**config.mk**
```make
export PLATFORM = sky130hd
export DESIGN_NAME = pkt_lock_arbiter
export DESIGN_NICKNAME = d
export VERILOG_FILES = /design/src/rtl/parb_pkg.sv /design/src/rtl/parb_pick.sv /design/src/rtl/parb_fsm.sv /design/src/rtl/parb_steer.sv /design/src/rtl/pkt_lock_arbiter.sv
export SDC_FILE = /design/constraint.sdc
export NUM_CORES = 1
export LEC_CHECK = 0
export ABC_AREA = 1
export BUFFER_PORTS_ARGS = -buffer_cell sky130_fd_sc_hd__buf_2
export CAP_MARGIN = 20
export CORE_AREA = 2 2 41 43
export CTS_BUF_LIST = sky130_fd_sc_hd__clkbuf_4
export DETAILED_ROUTE_END_ITERATION = 6
export DIE_AREA = 0 0 43 45
export GPL_ROUTABILITY_DRIVEN = 0
export PLACE_DENSITY = 0.63
export SLEW_MARGIN = 40
export SYNTH_ARGS = -nofsm -noshare
export SYNTH_HDL_FRONTEND = slang
export SYNTH_HIERARCHICAL = 1
export SYNTH_SLANG_ARGS = --single-unit
```
**constraint.sdc**
```tcl
create_clock -name clk_i -period 1.9 [get_ports clk_i]
set_input_delay 0.095 -clock clk_i [delete_from_list [all_inputs] [get_ports clk_i]]
set_output_delay 0.095 -clock clk_i [all_outputs]
set_load 0.05 [all_outputs]
```
**src/rtl/parb_pkg.sv**
```systemverilog
package parb_pkg;

  typedef enum logic {
    PH_POLL = 1'b0,
    PH_HELD = 1'b1
  } parb_phase_e;

  // Next poll position after index cur among n requesters.
  function automatic int parb_next(input int cur, input int n);
    return (cur >= n - 1) ? 0 : cur + 1;
  endfunction

endpackage

```
**src/rtl/parb_pick.sv**
```systemverilog
// Rotating first-one search: the first asserted request at or after base_i.
module parb_pick #(
  parameter int N  = 4,
  parameter int IW = (N > 1) ? $clog2(N) : 1
) (
  input  logic [N-1:0]  req_i,
  input  logic [IW-1:0] base_i,
  output logic          found_o,
  output logic [IW-1:0] win_o
);

  // Requests rotated so that position 0 is the current poll base.
  logic [N-1:0] rot;

  always_comb begin
    for (int o = 0; o < N; o++) begin
      rot[o] = req_i[(int'(base_i) + o) % N];
    end
  end

  always_comb begin
    found_o = |rot;
    win_o   = base_i;
    for (int o = N - 1; o >= 0; o--) begin
      if (rot[o]) begin
        win_o = IW'((int'(base_i) + o) % N);
      end
    end
  end

endmodule

```
**src/rtl/parb_fsm.sv**
```systemverilog
// Phase and index register: (poll, k) or (held, k), i.e. 2*N states.
module parb_fsm
  import parb_pkg::*;
#(
  parameter int N  = 4,
  parameter int IW = (N > 1) ? $clog2(N) : 1
) (
  input  logic          clk_i,
  input  logic          rst_ni,
  input  logic [N-1:0]  req_i,
  input  logic          eop_i,
  input  logic          found_i,
  input  logic [IW-1:0] win_i,
  output parb_phase_e   phase_o,
  output logic [IW-1:0] idx_o
);

  parb_phase_e   phase_q, phase_d;
  logic [IW-1:0] idx_q, idx_d;
  logic          owner_req;

  assign owner_req = req_i[idx_q];

  always_comb begin
    phase_d = phase_q;
    idx_d   = idx_q;
    unique case (phase_q)
      PH_POLL: begin
        if (found_i) begin
          phase_d = PH_HELD;
          idx_d   = win_i;
        end
      end
      PH_HELD: begin
        if (eop_i || !owner_req) begin
          phase_d = PH_POLL;
          idx_d   = IW'(parb_next(int'(idx_q), N));
        end
      end
      default: begin
        phase_d = PH_POLL;
        idx_d   = '0;
      end
    endcase
  end

  always_ff @(posedge clk_i) begin
    if (!rst_ni) begin
      phase_q <= PH_POLL;
      idx_q   <= '0;
    end else begin
      phase_q <= phase_d;
      idx_q   <= idx_d;
    end
  end

  assign phase_o = phase_q;
  assign idx_o   = idx_q;

endmodule

```
**src/rtl/parb_steer.sv**
```systemverilog
// Per-lane enable: the held owner's enable tracks its write acknowledge.
module parb_steer
  import parb_pkg::*;
#(
  parameter int N  = 4,
  parameter int IW = (N > 1) ? $clog2(N) : 1
) (
  input  parb_phase_e   phase_i,
  input  logic [IW-1:0] idx_i,
  input  logic [N-1:0]  req_i,
  input  logic [N-1:0]  ack_i,
  output logic [N-1:0]  en_o
);

  for (genvar k = 0; k < N; k++) begin : g_lane
    localparam logic [IW-1:0] LANE = IW'(k);
    logic mine;
    assign mine    = (phase_i == PH_HELD) && (idx_i == LANE);
    assign en_o[k] = mine && req_i[k] && ack_i[k];
  end

endmodule

```
**src/rtl/pkt_lock_arbiter.sv**
```systemverilog
module pkt_lock_arbiter
  import parb_pkg::*;
#(
  parameter int N = 4
) (
  input  logic         clk_i,
  input  logic         rst_ni,
  input  logic [N-1:0] req_i,
  input  logic [N-1:0] ack_i,
  input  logic         eop_i,
  output logic [N-1:0] en_o
);

  localparam int IW = (N > 1) ? $clog2(N) : 1;

  parb_phase_e   phase;
  logic [IW-1:0] idx;
  logic          found;
  logic [IW-1:0] win;

  parb_pick #(.N(N), .IW(IW)) u_pick (
    .req_i   (req_i),
    .base_i  (idx),
    .found_o (found),
    .win_o   (win)
  );

  parb_fsm #(.N(N), .IW(IW)) u_fsm (
    .clk_i   (clk_i),
    .rst_ni  (rst_ni),
    .req_i   (req_i),
    .eop_i   (eop_i),
    .found_i (found),
    .win_i   (win),
    .phase_o (phase),
    .idx_o   (idx)
  );

  parb_steer #(.N(N), .IW(IW)) u_steer (
    .phase_i (phase),
    .idx_i   (idx),
    .req_i   (req_i),
    .ack_i   (ack_i),
    .en_o    (en_o)
  );

endmodule

```
After elaboration in Yosys (flattened, before gate mapping)
Cells that the tools add are included.
{"block": "classes", "add_sub_neg": 3, "magnitude_cmp": 6, "eq_ne": 7, "n_mux": 23, "bitwise": 4, "reduce_logical": 20}
{"cell": "2-bit two-way mux", "n": 7}
{"cell": "1-bit logical AND", "n": 12}
{"cell": "3-bit by 4-bit less-than comparator with 1-bit output (second input constant)", "n": 3}
{"cell": "1-bit two-way mux", "n": 10}
{"cell": "1-bit binary-select mux with 2-bit select", "n": 4}
{"cell": "2-bit by 3-bit less-than comparator with 1-bit output (second input constant)", "n": 2}
{"cell": "2-bit inequality test (second input constant)", "n": 3}
{"cell": "2-bit OR reduction", "n": 3}
{"cell": "2-bit adder (second input constant)", "n": 2}
{"cell": "2-bit equality test (second input constant)", "n": 2}
{"cell": "4-bit inequality test (second input constant)", "n": 1}
{"cell": "2-bit case mux with 2 select lines", "n": 1}
{"cell": "4-bit AND reduction", "n": 1}
{"cell": "4-bit OR reduction", "n": 1}
{"cell": "1-bit bitwise AND (first input constant)", "n": 3}
{"cell": "2-bit by 1-bit adder with 2-bit output (second input constant)", "n": 1}
{"cell": "2-bit by 1-bit equality test with 1-bit output (second input constant)", "n": 1}
{"cell": "2-bit >= comparator (second input constant)", "n": 1}
{"cell": "2-bit zero test", "n": 1}
{"cell": "1-bit case mux with 2 select lines", "n": 1}
{"cell": "1-bit zero test", "n": 1}
{"cell": "1-bit logical OR", "n": 1}
{"cell": "1-bit NOT", "n": 1}
{"block": "totals", "register_bits": 3, "inputBits": 11, "elab_cells": 65}

Depth between registers and ports, before layout
Gate-level depths: netlist of run 1.
{"block": "depth", "ltp_word": 12, "mapped_depth": 15}

Hierarchy
The synthesis of run 1 kept the hierarchy.
{"module": "parb_pick", "n_inst": 1, "cells_each": 53, "area_each_um2": 234.0, "seq_area_each_um2": 0.0}
{"module": "parb_fsm", "n_inst": 1, "cells_each": 31, "area_each_um2": 198.9, "seq_area_each_um2": 60.1}
{"module": "parb_steer", "n_inst": 1, "cells_each": 14, "area_each_um2": 57.6, "seq_area_each_um2": 0.0}

Least setup slack after synthesis of run 1
Ideal clock, no wire load.
{"block": "synth_path", "kind": "register to register", "start": "register u_fsm.idx_q[0], in the netlist u_fsm/idx_o[0]", "end": "register u_fsm.idx_q[0], in the netlist u_fsm/idx_o[0]", "setup_ns": 0.070, "arrival_time_ns": 1.460, "required_time_ns": 1.830, "slack_ns": 0.370, "stages_incl_launch_ff": 16, "synth_period_minus_slack_ns": 1.530, "cell_sequence": "dfxtp_1 -> buf_6 -> inv_4 -> nand2_2 -> nand3_1 -> nand2_1 -> inv_1 -> nand2_1 -> nand2_1 -> nand2_1 -> nand2_1 -> nand2_1 -> nand2_1 -> o21ai_0 -> nand3_1 -> a21oi_1"}
{"block": "synth_between", "elab_chain_len": 9, "elab_cells_between_ends": 32, "classes_between": "add/sub: 3; order compare: 1; eq/ne: 4; mux: 20; reduce/logical: 4"}
{"element": "start, declared", "line_no": "parb_fsm.sv:19", "rtl": "logic [IW-1:0] idx_q, idx_d;"}
{"element": "start signal, assigned", "line_no": "parb_fsm.sv:53", "rtl": "idx_q <= idx_d;"}
{"element": "2-bit adder", "line_no": "parb_pick.sv:17, parb_pick.sv:26"}
{"element": "1-bit binary-select mux with 2-bit select", "line_no": "parb_pick.sv:17", "rtl": "rot[o] = req_i[(int'(base_i) + o) % N];"}
{"element": "1-bit two-way mux (not written as such) (2 in series)", "line_no": "parb_pick.sv:17"}
{"element": "2-bit two-way mux", "line_no": "parb_pick.sv:25", "rtl": "if (rot[o]) begin"}
{"element": "2-bit two-way mux (*) (2 in series)", "line_no": "parb_pick.sv:25"}
{"element": "via win[0]", "line_no": "pkt_lock_arbiter.sv:19", "rtl": "logic [IW-1:0] win;"}
{"element": "2-bit two-way mux (*)", "line_no": "parb_fsm.sv:29", "rtl": "if (found_i) begin"}
{"element": "2-bit case mux with 2 select lines (*)", "line_no": "parb_fsm.sv:27", "rtl": "unique case (phase_q)"}
Mark *: on every way through the listed nets, which the timed path passes. The rest lies on a longest branch. The select of a mux whose other input is x is not followed.
A chain may end at the register's enable or synchronous reset.

Worst setup path in the final report of run 1
Same ends and word-level chain as after synthesis.

==> results of run 1 <==
final cells by class:
cell class	instances	area, um^2	area share (%)
Clock buffer	4	30.0	4.83
Inverter	18	70.1	11.3
Multi-Input combinational cell	76	349	56.1
Tap cell	16	20.0	3.22
Sequential cell	3	60.1	9.66
Timing Repair Buffer	17	92.6	14.9
metrics by stage:
stage | cell area [um^2] | power, uW | utilization (%) | setup WS, ps | hold slack [ps]
final | 622 | 1000 | 42.3 | 260 | 133
after global routing | 622 | 1140 | 42.3 | 11.6 | 162
after CTS | 622 | 1000 | 42.3 | 267 | 130
after detailed placement | 592 | 867 | 40.2 | 290 | 367
after global placement | 592 | 862 | 40.2 | 290 | 366
after floorplan | 490 | 722 | - | 370 | 246
kinds of logic after synthesis:
group           share of synthesized area (%)
compound gates                           11.2
xor+xnor                                 1.79
buf+inv                                  16.6
flops                                    12.2
simple gates                             58.2
worst paths after layout:
path / endpoint / slack [ps] / cells after the start
worst min-delay path: u_fsm/idx_o[0] / 130 / 3
worst min register to register: u_fsm/phase_o / 660 / 2
worst max-delay path: u_fsm/idx_o[0] / 260 / 14
worst max register to register: u_fsm/idx_o[0] / 260 / 14
sequential cells by signal, summed over array words and instances (netlist names):
| name | cells |
|---|---|
| u_fsm/idx_o | 2 |
| u_fsm/phase_o | 1 |
report_power, final:
part	leakage, uW	internal, uW	total [uW]	switching, uW
registers	0.0000249	90.8	152	60.8
logic	0.000327	282	723	442
clock network	0.0000184	93.1	129	35.9
Yosys cell counts:
library cell | instances | area share, %
inv_2 | 2 | 1.5
o21ai_1 | 2 | 2.0
nand4_2 | 1 | 2.6
inv_4 | 1 | 1.3
inv_1 | 15 | 11
buf_6 | 1 | 2.3
nand3_1 | 14 | 14
nand2_2 | 1 | 1.3
nand2_1 | 40 | 31
o21ai_0 | 2 | 2.0
a21boi_1 | 1 | 1.5
o21bai_1 | 1 | 1.5
nand3_2 | 2 | 4.1
nor2_1 | 7 | 5.4
a21oi_1 | 4 | 4.1
dfxtp_1 | 3 | 12
xnor2_1 | 1 | 1.8
worst min-delay path: cells and delay by family:
family                 cells  cell delay (ps)
buffers and inverters      2              120
AOI/OAI and AO/OA          1              110
layer usage:
| metal | part of all wire (%) | GRT usage (%) | vias to the layer above |
|---|---|---|---|
| li1 | - | - | 344 |
| met1 | 50 | 17.9 | 277 |
| met2 | 47 | 24.2 | 13 |
| met3 | 3.6 | 2.40 | 0 |
| met4 | 0 | 5.45 | 0 |
| met5 | 0 | 0 | - |
==> flow_summary.yaml, run 1 <==
floorplanning:
  die_w_um: 43
  die-area_um2: 1940
  io_pins: 15
  start_util_pct: 33.3
  core-area_um2: 1470
  die_height_um: 45
  rows: 14
synthesis:
  synth-seq-cells: 3
  synth.distinct_cells: 17
  yosysWarnings: 6
  synth_area_per_cell_um2: 5.00
  ys_seq_area_share_pct: 12.2
  netlist_instances: 98
  syn_nets: 109
  synthesis.area_um2: 490
place:
  placed_cells: 130
  portBuffers: 14
  hpwl_um: 957
worst_setup_path:
  path_cells: "inv_4 > nand2_1 > nand2_1 > nand2_1 > nand2_1 > inv_2 > nand2_1 > nand2_1 > nand2_1 > nand2_1 > nand2_1 > o21ai_0 > nand3_1 > a21oi_1"
  max_stage_delay_ps: 540
  crit_slowest_cell: "dfxtp_1"
  critPathRequiredTime_ps: 2070
  cp_max_fo: 11
  critical-path-top-delay-family: "simple AND/OR/NAND/NOR gates"
  crit_path_end_kind: "flip-flop"
  path_buf_inv: 2
  cp-startpoint: "u_fsm/idx_o[0]"
  r2r-start: "u_fsm/idx_o[0]"
  cp_common_cell: "nand2_1"
  start_kind: "flip-flop"
  crit_type: "flip-flop to flip-flop"
  arrival_ps: 1810
layout:
  final_common_cell: "nand2_1"
  final_cell_mix: "nand2_1 (40), inv_1 (15), buf_2 (14), nand3_1 (14), nor2_1 (7)"
  diodes: 0
  syn_to_final_growth_pct: 26.8
  stdcell_count: 134
  drive_gt1_share_pct: 23.7
  fill_cells: 165
  nNetsFinal: 130
grt:
  grt_usage_pct: 14.2
  overflow: 0
  grt_max_degree: 12
  antenna_found_initial: 0
  first_global_vias: 543
  grt_pass1_wl_mm: 2.14
clock_network:
  cts_root_buf: "clkbuf_4"
  cts_hold_buf: 0
  clock_path_buffers: 2
  clkSinkCount: 3
  cts_tree: "done"
  postCtsSetupBuffers: 0
  cts_buffers: 3
  htree_levels: 1
  insertion_delay_ps: 240
  path_clk_slew_ps: 40
  ctsResizeCount: 0
sta:
  fin_crit_sh_pct: 86.3
  slew_violations: 0
  fin_crit_ps: 1640
  timing.fmax_mhz: 610
  fin_setup_tns_ps: 0
  worstMarginPinSlew_ps: 373
  final.setup_skew_ps: 8.57
  final_hold_viol_count: 0
  finalSetupViolations: 0
  relSlewSlack_pct: 75.1
  rsz0062_at_grt: "false"
drt:
  drtIter0Drc: 14
  ant_nets: 0
  drc_errors: 0
  viasPerCell: 4.73
  wl_per_cell_um: 9.03
  drt_pass1_iterations: 4
  wl_mm: 1.21
  vias: 634
job:
  max_cap_viol_count: 0
power_and_ir_drop:
  powerDensity_nw_per_um2: 1610
  leakagePower_uw: 0.000371
  ir_drop_mv: 0.707
min_path:
  min_path_type: "primary input to flip-flop"
  hold_start: "rst_ni"
status:
  outcome: "complete, no violations"
(Power assumes the default switching activity.)
==> run 2: changes to the inputs <==
- REMOVE_ABC_BUFFERS: unset -> 1
==> run 2 against run 1 <==
Combinational power barely moved. Total power fell by 0.33%. First-iteration DRC count fell by 21%. Setup slack improved by 2.0 ps. Clock skew fell by 4.5 ps. Sequential share of layout area did not move. Hold slack got worse by 11 ps. Non-clock buffer count did not move. Critical path depth did not move. Clock-buffer cell count did not move. Sequential power rose by 3%. Highest routed layer unchanged.
==> flow_summary.yaml, run 2 (same netlist as run 1, synthesis figures left out) <==
layout:
  stdcell_count: 134
  diodes: 0
  nNetsFinal: 130
  finish.instance_area_um2: 622
  syn_to_final_growth_pct: 26.8
  largest_register_ffs: 2
  final_cell_mix: "nand2_1 (40), inv_1 (15), buf_2 (14), nand3_1 (14), nor2_1 (7)"
  final_common_cell: "nand2_1"
  drive_gt1_share_pct: 23.7
worst_setup_path:
  arrival_ps: 1800
  crit_slowest_cell: "dfxtp_1"
  critPathRequiredTime_ps: 2060
  r2r-start: "u_fsm/idx_o[0]"
  start_kind: "flip-flop"
  reg2regPathDepth: 14
  path_cells: "inv_4 > nand2_1 > nand2_1 > nand2_1 > nand2_1 > nand2_1 > nand2_1 > nand2_1 > nand2_1 > nand2_1 > nand2_1 > o21ai_0 > nand3_1 > a21oi_1"
  r2r_end: "u_fsm/idx_o[0]"
  cp_max_fo: 11
  r2r_slack_ps: 260
  crit_path_end_kind: "flip-flop"
  cp_common_cell: "nand2_1"
  crit_type: "flip-flop to flip-flop"
  max_stage_delay_ps: 540
grt:
  grt_max_degree: 12
  grt_util_met1_pct: 17.2
  grt_pass1_wl_mm: 2.06
  use_met3_pct: 1.20
  busiest_layer: "met2"
  overflow: 0
  grt_usage_pct: 13.7
  antenna_found_initial: 0
  use_met2_pct: 24.2
  first_global_vias: 548
floorplanning:
  io_pins: 15
  die_w_um: 43
  die_height_um: 45
  rows: 14
  die-area_um2: 1940
  start_util_pct: 33.3
  core-area_um2: 1470
min_path:
  min_path_type: "primary input to flip-flop"
  hold_path_depth: 3
  hold-path-endpoint: "u_fsm/idx_o[0]"
  hold_start: "rst_ni"
drt:
  wl_per_cell_um: 8.88
  vias: 615
  drt_pass1_iterations: 4
  drc_errors: 0
  wl_mm: 1.19
  ant_nets: 0
  drtIter0Drc: 11
  viasPerCell: 4.59
power_and_ir_drop:
  ir_drop_mv: 0.709
  powerDensity_nw_per_um2: 1610
  totalPowerFinal_uw: 1000
  leakagePower_uw: 0.000371
status:
  outcome: "complete, no violations"
sta:
  worstMarginPinSlew_ps: 386
  final_hold_viol_count: 0
  timing.fmax_mhz: 610
  fin_setup_tns_ps: 0
  slew_violations: 0
  rsz0062_at_grt: "false"
  finalSetupViolations: 0
  relSlewSlack_pct: 74.3
  final.setup_skew_ps: 4.06
  fin_crit_sh_pct: 86.2
  fin_crit_ps: 1640
clock_network:
  cts_buffers: 3
  cts_root_buf: "clkbuf_4"
  insertion_delay_ps: 230
  htree_levels: 1
  ctsResizeCount: 0
  path_clk_slew_ps: 40
  clkSinkCount: 3
  cts_tree: "done"
  clock_path_buffers: 2
  postCtsSetupBuffers: 0
  cts_hold_buf: 0
job:
  max_cap_viol_count: 0
place:
  placed_cells: 130
  hpwl_um: 963
  portBuffers: 14
  placed_area_um2: 592
## run 2: worst max-delay path by stage
stage / from / end / cells after the start
floorplan: u_fsm/idx_o[0] / u_fsm/idx_o[0] / 14
finish: u_fsm/idx_o[0] / u_fsm/idx_o[0] / 14
detailed placement: u_fsm/idx_o[0] / u_fsm/idx_o[0] / 14
global placement: u_fsm/idx_o[0] / u_fsm/idx_o[0] / 14
CTS: u_fsm/idx_o[0] / u_fsm/idx_o[0] / 14
global route: u_fsm/idx_o[0] / u_fsm/idx_o[1] / 11
## run 2: worst max-delay path, delay by kind of cell, from the launching register on
kind                   cells  cell delay (ps)
and+or+nand+nor           11              720
DFF                        1              540
AOI/OAI and AO/OA          2              220
buffers and inverters      1               90
## run 2: layer usage
metal	share of wire [%]	wire, um	vias to the layer above
met4	0	0	0
met5	0	0	-
met1	50	591	261
met2	48	566	8
li1	-	-	346
met3	2.7	32	0
## run 2: final cells by class
type | instances | area, um^2
fillers | 167 | 850
multi-input cells | 76 | 349
repair buffers | 17 | 92.6
inverters | 18 | 70.1
flip-flops and latches | 3 | 60.1
clock buffers | 4 | 30.0
well taps | 16 | 20.0
## run 2: power breakdown
| group | internal, uW | switching [uW] | leakage (uW) | total (uW) |
|---|---|---|---|---|
| logic | 282 | 438 | 0.000327 | 720 |
| registers | 90.9 | 65.5 | 0.0000249 | 156 |
| clock network | 92.8 | 31.4 | 0.0000184 | 124 |
## run 2: metrics by stage
step / worst slack [ps] / hold slack, ps / util (%)
floorplan: 294 / 246 / -
global placement: 304 / 356 / 40.2
detailed placement: 280 / 360 / 40.2
CTS: 265 / 116 / 42.3
global route: 62.4 / 134 / 42.3
finish: 262 / 121 / 42.3
